`config.mk`:
```
export PLATFORM = sky130hd
export DESIGN_NAME = rbuf_mem_addr
export DESIGN_NICKNAME = d
export VERILOG_FILES = /design/src/rtl/rbuf_pkg.sv /design/src/rtl/rbuf_offs_table.sv /design/src/rtl/rbuf_addr_gen.sv /design/src/rtl/rbuf_ring_ctr.sv /design/src/rtl/rbuf_rd_stage.sv /design/src/rtl/rbuf_mem_addr.sv
export SDC_FILE = /design/constraint.sdc
export NUM_CORES = 1
export LEC_CHECK = 0
export BUFFER_PORTS_ARGS = -buffer_cell sky130_fd_sc_hd__buf_4
export CAP_MARGIN = 20
export CORE_MARGIN = 2
export CORE_UTILIZATION = 55
export DETAILED_ROUTE_END_ITERATION = 7
export GPL_TIMING_DRIVEN = 0
export PLACE_DENSITY = 0.81
export SYNTH_ARGS = -nofsm -noshare
export SYNTH_HDL_FRONTEND = slang
export SYNTH_SLANG_ARGS = --single-unit
```
`constraint.sdc`:
```
create_clock -name clk_i -period 7.8 [get_ports clk_i]
set_input_delay 0 -clock clk_i [delete_from_list [all_inputs] [get_ports clk_i]]
set_output_delay 0 -clock clk_i [all_outputs]
set_load 0.02 [all_outputs]
```
`src/rtl/rbuf_pkg.sv`:
```
package rbuf_pkg;
  localparam int DATA_W = 24;
  localparam int SMP_W  = 16;

  function automatic logic [DATA_W-1:0] smp_unpack(input logic [SMP_W-1:0] s);
    return {{(DATA_W-SMP_W){s[SMP_W-1]}}, s};
  endfunction

  function automatic logic [SMP_W-1:0] smp_pack(input logic [DATA_W-1:0] d);
    return d[SMP_W-1:0];
  endfunction
endpackage

```
`src/rtl/rbuf_offs_table.sv`:
```
module rbuf_offs_table #(
  parameter int OFFS_N = 32,
  parameter int RING_W = 16,
  localparam int OFFS_IW = $clog2(OFFS_N)
) (
  input  logic               clk_i,
  input  logic               rst_ni,
  input  logic               we_i,
  input  logic [OFFS_IW-1:0] waddr_i,
  input  logic [RING_W-1:0]  wdata_i,
  input  logic [OFFS_IW-1:0] raddr_i,
  output logic [RING_W-1:0]  rdata_o
);
  logic [RING_W-1:0] ent_q [OFFS_N];

  for (genvar g = 0; g < OFFS_N; g++) begin : g_ent
    always_ff @(posedge clk_i or negedge rst_ni) begin
      if (!rst_ni)                                  ent_q[g] <= '0;
      else if (we_i && waddr_i == OFFS_IW'(g))      ent_q[g] <= wdata_i;
    end
  end

  assign rdata_o = ent_q[raddr_i];
endmodule

```
`src/rtl/rbuf_addr_gen.sv`:
```
module rbuf_addr_gen #(
  parameter int RING_W  = 16,
  parameter int ADRS_W  = 13,
  parameter int BYTE_AW = 21,
  localparam int CT_W   = RING_W + 1,
  localparam int KEEP_W = 12
) (
  input  logic [RING_W-1:0]  offs_i,
  input  logic [ADRS_W-1:0]  adrs_i,
  input  logic               adrs_add_i,
  input  logic               next_adr_i,
  input  logic               abs_table_i,
  input  logic [CT_W-1:0]    ct_i,
  input  logic [RING_W-1:0]  ring_mask_i,
  input  logic [BYTE_AW-1:0] base_i,
  output logic [BYTE_AW-1:0] byte_addr_o
);
  logic [RING_W-1:0] w_adr, w_nxt, w_wrd;

  always_comb begin
    w_adr = offs_i + (adrs_add_i ? RING_W'(adrs_i[KEEP_W-1:0]) : '0);
    w_nxt = w_adr + RING_W'(next_adr_i);
    // ring mode wraps in the circular buffer; table mode is absolute
    w_wrd = abs_table_i ? w_nxt : ((w_nxt + ct_i[RING_W-1:0]) & ring_mask_i);
    byte_addr_o = BYTE_AW'({w_wrd, 1'b0}) + base_i;
  end
endmodule

```
`src/rtl/rbuf_ring_ctr.sv`:
```
module rbuf_ring_ctr #(
  parameter int RING_W = 16,
  localparam int CT_W  = RING_W + 1
) (
  input  logic              clk_i,
  input  logic              rst_ni,
  input  logic              smp_end_i,
  input  logic [RING_W-1:0] ring_mask_i,
  output logic [CT_W-1:0]   ct_o
);
  logic [CT_W-1:0] ct_q;

  always_ff @(posedge clk_i or negedge rst_ni) begin
    if (!rst_ni) ct_q <= CT_W'(1);
    else if (smp_end_i) begin
      if (ct_q == CT_W'(1)) ct_q <= CT_W'(ring_mask_i) + CT_W'(1);
      else                  ct_q <= ct_q - CT_W'(1);
    end
  end

  assign ct_o = ct_q;
endmodule

```
`src/rtl/rbuf_rd_stage.sv`:
```
module rbuf_rd_stage
  import rbuf_pkg::*;
#(
  parameter int SLOT_N = 4,
  localparam int SLOT_IW = $clog2(SLOT_N)
) (
  input  logic               clk_i,
  input  logic               rst_ni,
  input  logic               rd_issue_i,
  input  logic [SLOT_IW-1:0] rd_step_i,
  input  logic [SMP_W-1:0]   rdata_i,
  input  logic [SLOT_IW-1:0] sel_i,
  output logic [DATA_W-1:0]  slot_o
);
  logic [DATA_W-1:0]  slot_q [SLOT_N];
  logic               pend_q;
  logic [SLOT_IW-1:0] dst_q;

  always_ff @(posedge clk_i or negedge rst_ni) begin
    if (!rst_ni) begin
      pend_q <= 1'b0;
      dst_q  <= '0;
    end else begin
      pend_q <= rd_issue_i;
      // data is collected two steps after issue
      if (rd_issue_i) dst_q <= rd_step_i + SLOT_IW'(2);
    end
  end

  for (genvar g = 0; g < SLOT_N; g++) begin : g_slot
    always_ff @(posedge clk_i or negedge rst_ni) begin
      if (!rst_ni)                                 slot_q[g] <= '0;
      else if (pend_q && dst_q == SLOT_IW'(g))     slot_q[g] <= smp_unpack(rdata_i);
    end
  end

  assign slot_o = slot_q[sel_i];
endmodule

```
`src/rtl/rbuf_mem_addr.sv`:
```
module rbuf_mem_addr
  import rbuf_pkg::*;
#(
  parameter int OFFS_N  = 32,
  parameter int STEP_N  = 128,
  parameter int RING_W  = 16,
  parameter int BYTE_AW = 21,
  parameter int ADRS_W  = 13,
  parameter int MEMS_N  = 32,
  localparam int OFFS_IW = $clog2(OFFS_N),
  localparam int STEP_W  = $clog2(STEP_N),
  localparam int MEMS_IW = $clog2(MEMS_N),
  localparam int CT_W    = RING_W + 1
) (
  input  logic               clk_i,
  input  logic               rst_ni,
  input  logic               offs_we_i,
  input  logic [OFFS_IW-1:0] offs_waddr_i,
  input  logic [RING_W-1:0]  offs_wdata_i,
  input  logic [RING_W-1:0]  ring_mask_i,
  input  logic [BYTE_AW-1:0] base_ptr_i,
  input  logic               step_valid_i,
  input  logic [STEP_W-1:0]  step_i,
  input  logic [OFFS_IW-1:0] offs_sel_i,
  input  logic               adrs_add_i,
  input  logic               next_adr_i,
  input  logic               abs_table_i,
  input  logic               rd_en_i,
  input  logic               wr_en_i,
  input  logic               stage_ld_i,
  input  logic [MEMS_IW-1:0] stage_idx_i,
  input  logic [ADRS_W-1:0]  adrs_i,
  input  logic [DATA_W-1:0]  wr_data_i,
  output logic               ram_rd_o,
  output logic               ram_we_o,
  output logic [BYTE_AW-1:0] ram_addr_o,
  output logic [SMP_W-1:0]   ram_wdata_o,
  input  logic [SMP_W-1:0]   ram_rdata_i,
  output logic               mems_we_o,
  output logic [MEMS_IW-1:0] mems_idx_o,
  output logic [DATA_W-1:0]  mems_data_o,
  output logic [CT_W-1:0]    ring_ct_o
);
  localparam int SLOT_N = 4;
  localparam int SLOT_IW = $clog2(SLOT_N);

  logic [RING_W-1:0] offs_val;
  logic              acc_ok, smp_end, rd_issue;
  logic [CT_W-1:0]   ct;

  assign acc_ok   = step_valid_i & step_i[0];
  assign ram_we_o = acc_ok & wr_en_i;
  // single port: a write claims the port over a read
  assign rd_issue = acc_ok & rd_en_i & ~wr_en_i;
  assign ram_rd_o = rd_issue;
  assign smp_end  = step_valid_i && (step_i == STEP_W'(STEP_N - 1));
  assign ram_wdata_o = smp_pack(wr_data_i);
  assign mems_we_o  = step_valid_i & stage_ld_i;
  assign mems_idx_o = stage_idx_i;
  assign ring_ct_o  = ct;

  rbuf_offs_table #(.OFFS_N(OFFS_N), .RING_W(RING_W)) u_offs (
    .clk_i   (clk_i),
    .rst_ni  (rst_ni),
    .we_i    (offs_we_i),
    .waddr_i (offs_waddr_i),
    .wdata_i (offs_wdata_i),
    .raddr_i (offs_sel_i),
    .rdata_o (offs_val)
  );

  rbuf_addr_gen #(.RING_W(RING_W), .ADRS_W(ADRS_W), .BYTE_AW(BYTE_AW)) u_agen (
    .offs_i      (offs_val),
    .adrs_i      (adrs_i),
    .adrs_add_i  (adrs_add_i),
    .next_adr_i  (next_adr_i),
    .abs_table_i (abs_table_i),
    .ct_i        (ct),
    .ring_mask_i (ring_mask_i),
    .base_i      (base_ptr_i),
    .byte_addr_o (ram_addr_o)
  );

  rbuf_ring_ctr #(.RING_W(RING_W)) u_ctr (
    .clk_i       (clk_i),
    .rst_ni      (rst_ni),
    .smp_end_i   (smp_end),
    .ring_mask_i (ring_mask_i),
    .ct_o        (ct)
  );

  rbuf_rd_stage #(.SLOT_N(SLOT_N)) u_stage (
    .clk_i      (clk_i),
    .rst_ni     (rst_ni),
    .rd_issue_i (rd_issue),
    .rd_step_i  (step_i[SLOT_IW-1:0]),
    .rdata_i    (ram_rdata_i),
    .sel_i      (step_i[SLOT_IW-1:0]),
    .slot_o     (mems_data_o)
  );
endmodule

```
Word-level counts from Yosys, hierarchy flattened
Cells that the tools add are included.
{"block": "op_classes", "addsub": 7, "n_lt_le_gt_ge": 2, "reduce_logical": 39, "bitwise_logic": 9, "n_mux": 9, "n_eq_ne": 36}
{"op": "$bmux W16 S5", "count": 1}
{"op": "$eq A5 B5 Y1 const B", "count": 16}
{"op": "$bmux W24 S2", "count": 1}
{"op": "$mux W16", "count": 3}
{"op": "$mux W24", "count": 2}
{"op": "$eq A5 B4 Y1 const B", "count": 8}
{"op": "$logic_and A1 B1 Y1", "count": 37}
{"op": "$add A16 B16 Y16", "count": 2}
{"op": "$add A17 B21 Y21", "count": 1}
{"op": "$eq A5 B3 Y1 const B", "count": 4}
{"op": "$add A16 B1 Y17 const B", "count": 1}
{"op": "$eq A17 B1 Y1 const B", "count": 1}
{"op": "$mux W17", "count": 1}
{"op": "$sub A17 B1 Y17 const B", "count": 1}
{"op": "$add A16 B1 Y16", "count": 1}
{"op": "$and A16 B16 Y16", "count": 1}
{"op": "$mux W12", "count": 1}
{"op": "$eq A5 B2 Y1 const B", "count": 2}
{"op": "$eq A7 B7 Y1 const B", "count": 1}
{"op": "$ge A6 B6 Y1 const B", "count": 1}
{"op": "$not A5 Y6", "count": 1}
{"op": "$and A1 B1 Y1", "count": 5}
{"op": "$eq A5 B1 Y1 const B", "count": 1}
{"op": "$logic_not A5 Y1", "count": 1}
{"op": "7 further kinds", "count": 8}
{"block": "totals", "in_bits": 138, "out_inout_bits": 86, "reg_bits": 596, "wordCells": 141}

Longest topological paths before layout
{"block": "logic_depth", "word_depth": 10, "depth_mapped": 31, "ltp_nobuf": 27}

By module
From an unflattened synthesis, not the netlist that was laid out.
{"block": "hier_totals", "hier_cells": 2460, "area_unflattened_um2": 31001.0}
{"module": "rbuf_offs_table", "area_per_inst_um2": 23812.8, "seq_area_each_um2": 12812.3, "instances": 1, "cells_each": 1731}
{"module": "rbuf_rd_stage", "area_per_inst_um2": 2959.1, "seq_area_each_um2": 1676.6, "instances": 1, "cells_each": 170}
{"module": "rbuf_addr_gen", "area_per_inst_um2": 2626.3, "seq_area_each_um2": 0.0, "instances": 1, "cells_each": 369}
{"module": "rbuf_ring_ctr", "area_per_inst_um2": 1403.8, "seq_area_each_um2": 426.7, "instances": 1, "cells_each": 163}
{"module": "rbuf_mem_addr", "area_per_inst_um2": 198.9, "seq_area_each_um2": 0.0, "instances": 1, "cells_each": 27}

Worst setup path before layout
No wires, ideal clock.
{"block": "synth_path", "path_type": "input-to-output", "startpoint": "in offs_sel_i[0]", "endpoint": "out ram_addr_o[20]", "n_path_buf": 4, "slack_ns": 1.424, "arrival_ns": 6.376, "stages": 28, "required_time_ns": 7.800, "path_cell_list": "buf_2 -> buf_4 -> buf_2 -> buf_1 -> mux4_2 -> mux4_2 -> mux2i_1 -> fa_1 -> fa_1 -> nor2b_1 -> o21a_1 -> o21ai_0 -> nand2_1 -> a21oi_1 -> xnor2_1 -> ha_1 -> a2111oi_0 -> o31ai_1 -> xor2_1 -> and3_1 -> a21o_1 -> ha_1 -> nand3_1 -> o311ai_0 -> a21oi_1 -> o21ai_0 -> nand4_1 -> xnor2_1"}
{"block": "synth_between", "elab_chain_len": 10}
{"element": "start: declaration", "line_no": "rbuf_mem_addr.sv:24", "rtl": "input logic [OFFS_IW-1:0] offs_sel_i,"}
{"element": "$not A5 Y6 (not written as such) (*)", "line_no": "rbuf_offs_table.sv:23", "rtl": "assign rdata_o = ent_q[raddr_i];"}
{"element": "$bmux W16 S5 (*)", "line_no": "rbuf_offs_table.sv:23"}
{"element": "$mux W16 (not written as such) (*) (2 in a row)", "line_no": "rbuf_offs_table.sv:23"}
{"element": "$add A16 B16 Y16 (*)", "line_no": "rbuf_addr_gen.sv:21", "rtl": "w_adr = offs_i + (adrs_add_i ? RING_W'(adrs_i[KEEP_W-1:0]) : '0);"}
{"element": "$add A16 B1 Y16 (*)", "line_no": "rbuf_addr_gen.sv:22", "rtl": "w_nxt = w_adr + RING_W'(next_adr_i);"}
{"element": "$add A16 B16 Y16", "line_no": "rbuf_addr_gen.sv:24", "rtl": "w_wrd = abs_table_i ? w_nxt : ((w_nxt + ct_i[RING_W-1:0]) & ring_mask_i);"}
{"element": "$and A16 B16 Y16", "line_no": "rbuf_addr_gen.sv:24"}
{"element": "$mux W16 (*)", "line_no": "rbuf_addr_gen.sv:24"}
{"element": "$add A17 B21 Y21 (*)", "line_no": "rbuf_addr_gen.sv:25", "rtl": "byte_addr_o = BYTE_AW'({w_wrd, 1'b0}) + base_i;"}
{"element": "end: declaration", "line_no": "rbuf_mem_addr.sv:36", "rtl": "output logic [BYTE_AW-1:0] ram_addr_o,"}
Mark *: on every way between the ends. The rest lies on a longest branch, timed or not. The select of a mux whose other input is x is not followed.

Worst setup path after layout
{"block": "layout_path", "startpoint": "in offs_sel_i[1]", "endpoint": "out ram_addr_o[17]"}
The elaborated chain is that of the path after synthesis.

==> impl_metrics.env <==
export IMPL_finalSetupViolations=0
export IMPL_wl_per_cell_microns=25.5
export IMPL_drt_iter0_drc=1766
export IMPL_relSlewSlack_pct=28.5
export IMPL_status="complete, no violations"
export IMPL_fin_nets=2614
export IMPL_crit_type="input port to primary output"
export IMPL_synth_edf_count=0
export IMPL_wl_mm=80.8
export IMPL_gp_congestion=0.921
export IMPL_drive_gt1_share_pct=44.8
export IMPL_cp_data_arrival_time_ns=7.40
export IMPL_synth_ff_type="dfrtp_1"
export IMPL_core_area_sq_um=53700
export IMPL_p_leak_nw=15.8
export IMPL_synthMuxAreaShare_pct=35.4
export IMPL_hold_viol=0
export IMPL_synth_compound_area_share_pct=3.33
export IMPL_hold_path_class="input port to async pin"
export IMPL_post_place_cells=2994
export IMPL_finalHoldWorstSlack_ns=0.0298
export IMPL_area_growth_pct=18.0
export IMPL_synth_cell_types=61
export IMPL_cts_buffers_inserted=60
export IMPL_synth_seq_cells=596
export IMPL_syn_num_nets=2294
export IMPL_vias=20000
export IMPL_syn_area_per_cell_sq_um=14.2
export IMPL_grt_use_total_pct=29.2
export IMPL_via_per_inst=6.29
export IMPL_yosys_top_cells_count="dfrtp_1, mux2_2, mux4_2"
export IMPL_syn_area_sq_um=29800
export IMPL_finalInstanceArea_sq_um=35200
export IMPL_cp_start_kind="input port"
export IMPL_rsz0062_at_grt="false"
export IMPL_die_h_microns=237
export IMPL_synth_most_common_cell="dfrtp_1"
export IMPL_synth_xor_area_share_pct=1.56
export IMPL_ios=224
export IMPL_powerDensity_nw_per_um2=275
export IMPL_netlist_top_cell_by_area="dfrtp_1"
export IMPL_dr_pass1_iters=5
export IMPL_cts_tree="yes"
export IMPL_period_share_pct=94.8
export IMPL_grt_start_max_net_pins=113
export IMPL_grt_pass1_vias=21100
export IMPL_port_buffer_count=178
export IMPL_tightest_slew_ns=1.07
export IMPL_yosys_warnings=0
export IMPL_grt_overflow=0
export IMPL_yosys_area_share_simple_pct=4.42
export IMPL_worstSkewPairLatency_ns=0.64
export IMPL_grt_pass1_wl_mm=124
export IMPL_cts_setup_buffers=0
export IMPL_fmax_ghz=0.135
export IMPL_period_minus_slack_ns=7.40
export IMPL_clock_path_buffers=3
export IMPL_synth_top_family_by_area="multiplexers"
export IMPL_ys_async_sr_fraction_pct=100
export IMPL_syn_inst=2107
export IMPL_fin_util_pct=65.6
export IMPL_synth_top_area_share_pct=49.9
export IMPL_antenna_found_initial=1
export IMPL_die_area_sq_um=56100
export IMPL_initial_core_util_pct=55.6
export IMPL_finClkSkew_ns=0.00788
export IMPL_synth_area_leaders="dfrtp_1, mux2_2, mux4_2, ha_1, clkbuf_1"
export IMPL_crit_required_ns=7.80
export IMPL_synthAdderAreaFrac_pct=2.16
export IMPL_end_kind="primary output"
export IMPL_path_clk_slew_ns=0.06
export IMPL_ant_nets=0
export IMPL_finalPower_w=0.00969
export IMPL_detailed_place_area_sq_um=32300
export IMPL_rows=85
export IMPL_hpwl_mm=56.3
export IMPL_die_w_microns=237
export IMPL_finalNonFillerCells=3176
export IMPL_max_cap_viol_count=0
export IMPL_ys_seq_area_share_pct=50.0
export IMPL_drc=0
export IMPL_cp_max_fo=19
export IMPL_cts_root_buf="clkbuf_16"
export IMPL_cts_htree_levels=2
export IMPL_vdd_drop_max_uv=178
export IMPL_numClockSinks=596
export IMPL_slew_violations=0
[timing repair]
item | 4_1_cts | 5_1_grt
endpoints found under the hold margin | 228 | 0
gates resized for setup | 16 | 22
pin swaps | 0 | 1
hold buffers | 68 | 0
endpoints found under the setup margin | 11 | 7
[worst max-delay path, stage by stage]
cell and delay (ns):
buf_6 0.23, clkbuf_1 0.37, clkbuf_1 0.78, mux4_2 0.41
mux4_2 0.52, mux2_2 0.33, ha_1 0.36, nor2b_1 0.15
o21a_1 0.17, o21ai_0 0.28, nand2_1 0.11, a21oi_1 0.18
xnor2_1 0.12, ha_1 0.33, o21a_1 0.13, nor2_1 0.05
o31ai_1 0.45, xor2_1 0.11, and3_1 0.20, a21o_1 0.17
ha_1 0.33, and2_1 0.18, o21ai_0 0.34, a21boi_0 0.33
a211o_1 0.28, o21ai_0 0.13, xor2_1 0.17, buf_4 0.17
[routing by layer]
metal	GRT usage, %	part of all wire [%]	wire [microns]	vias to the layer above
met4	11.4	3.8	3060	2
li1	-	-	-	8429
met5	0	0.011	9	-
met2	48.7	49	39800	942
met3	5.69	7.8	6320	206
met1	37.9	39	31600	10400
[power by group]
part	total [W]	internal (W)	switching [W]
Clock	0.00315	0.00186	0.00128
Combinational	0.00252	0.00132	0.00120
Sequential	0.00403	0.00369	0.000335
[cell usage in the layout (no fill, tap or decap), types with 33 or more instances in the layout]
cell type | synthesis | final
a21oi_1 | 50 | 49
buf_4 | 32 | 213
clkbuf_1 | 128 | 131
clkbuf_16 | 0 | 61
dfrtp_1 | 595 | 595
dlygate4sd3_1 | 0 | 68
ha_1 | 45 | 45
mux2_2 | 588 | 588
mux4_2 | 159 | 159
nand2_1 | 73 | 73
nand3_1 | 33 | 33
nor2_1 | 52 | 52
o21ai_0 | 37 | 36
[final cells by class]
type                    instances  area, sq um
clock inverters                32          463
fillers                      3570        18500
plain buffers                 184          872
repair buffers                259         2250
flip-flops and latches        596        14900
multi-input cells            1302        14100
clock buffers                  82         1700
inverters                      24         90.1
well taps                     696          871
diodes                          1         2.50
[stage by stage]
stage	setup slack (ns)	TNS, ns
floorplan	1.42	0
global placement	-1.15	-6.99
detailed placement	-1.36	-9.24
CTS	0.120	0
global route	0.00979	0
finish	0.404	0
[state kept, by name (all words and copies together) (netlist names)]
register and count:
u_offs.ent_q 512, u_stage.slot_q 64, u_ctr.ct_o 17, u_stage.dst_q 2, u_stage.pend_q 1
[final timing paths]
check,startpoint,end,slack (ns),cells after the start
worst max register to register,u_ctr.ct_o[4]$_DFFE_PN0P_,u_ctr.ct_o[0]$_DFFE_PN1P_,3.92,9
worst min register to register,u_offs.ent_q[132]$_DFFE_PN0P_,u_offs.ent_q[132]$_DFFE_PN0P_,0.50,1
worst max-delay path,offs_sel_i[1],ram_addr_o[17],0.40,28
min in group clk_i,offs_waddr_i[0],u_offs.ent_q[49]$_DFFE_PN0P_,0.05,3
worst min-delay path,rst_ni,u_stage.dst_q[0]$_DFFE_PN0P_,0.03,2
max in group asynchronous,rst_ni,u_offs.ent_q[330]$_DFFE_PN0P_,5.39,6
[kinds of logic after synthesis]
kind of cell,count (synthesis)
mux,775
flops,596
simple gates,266
buf+inv,209
compound gates,159
xor+xnor,53
fa+ha+maj,49
Note: power is estimated with default switching activity, not from simulation.
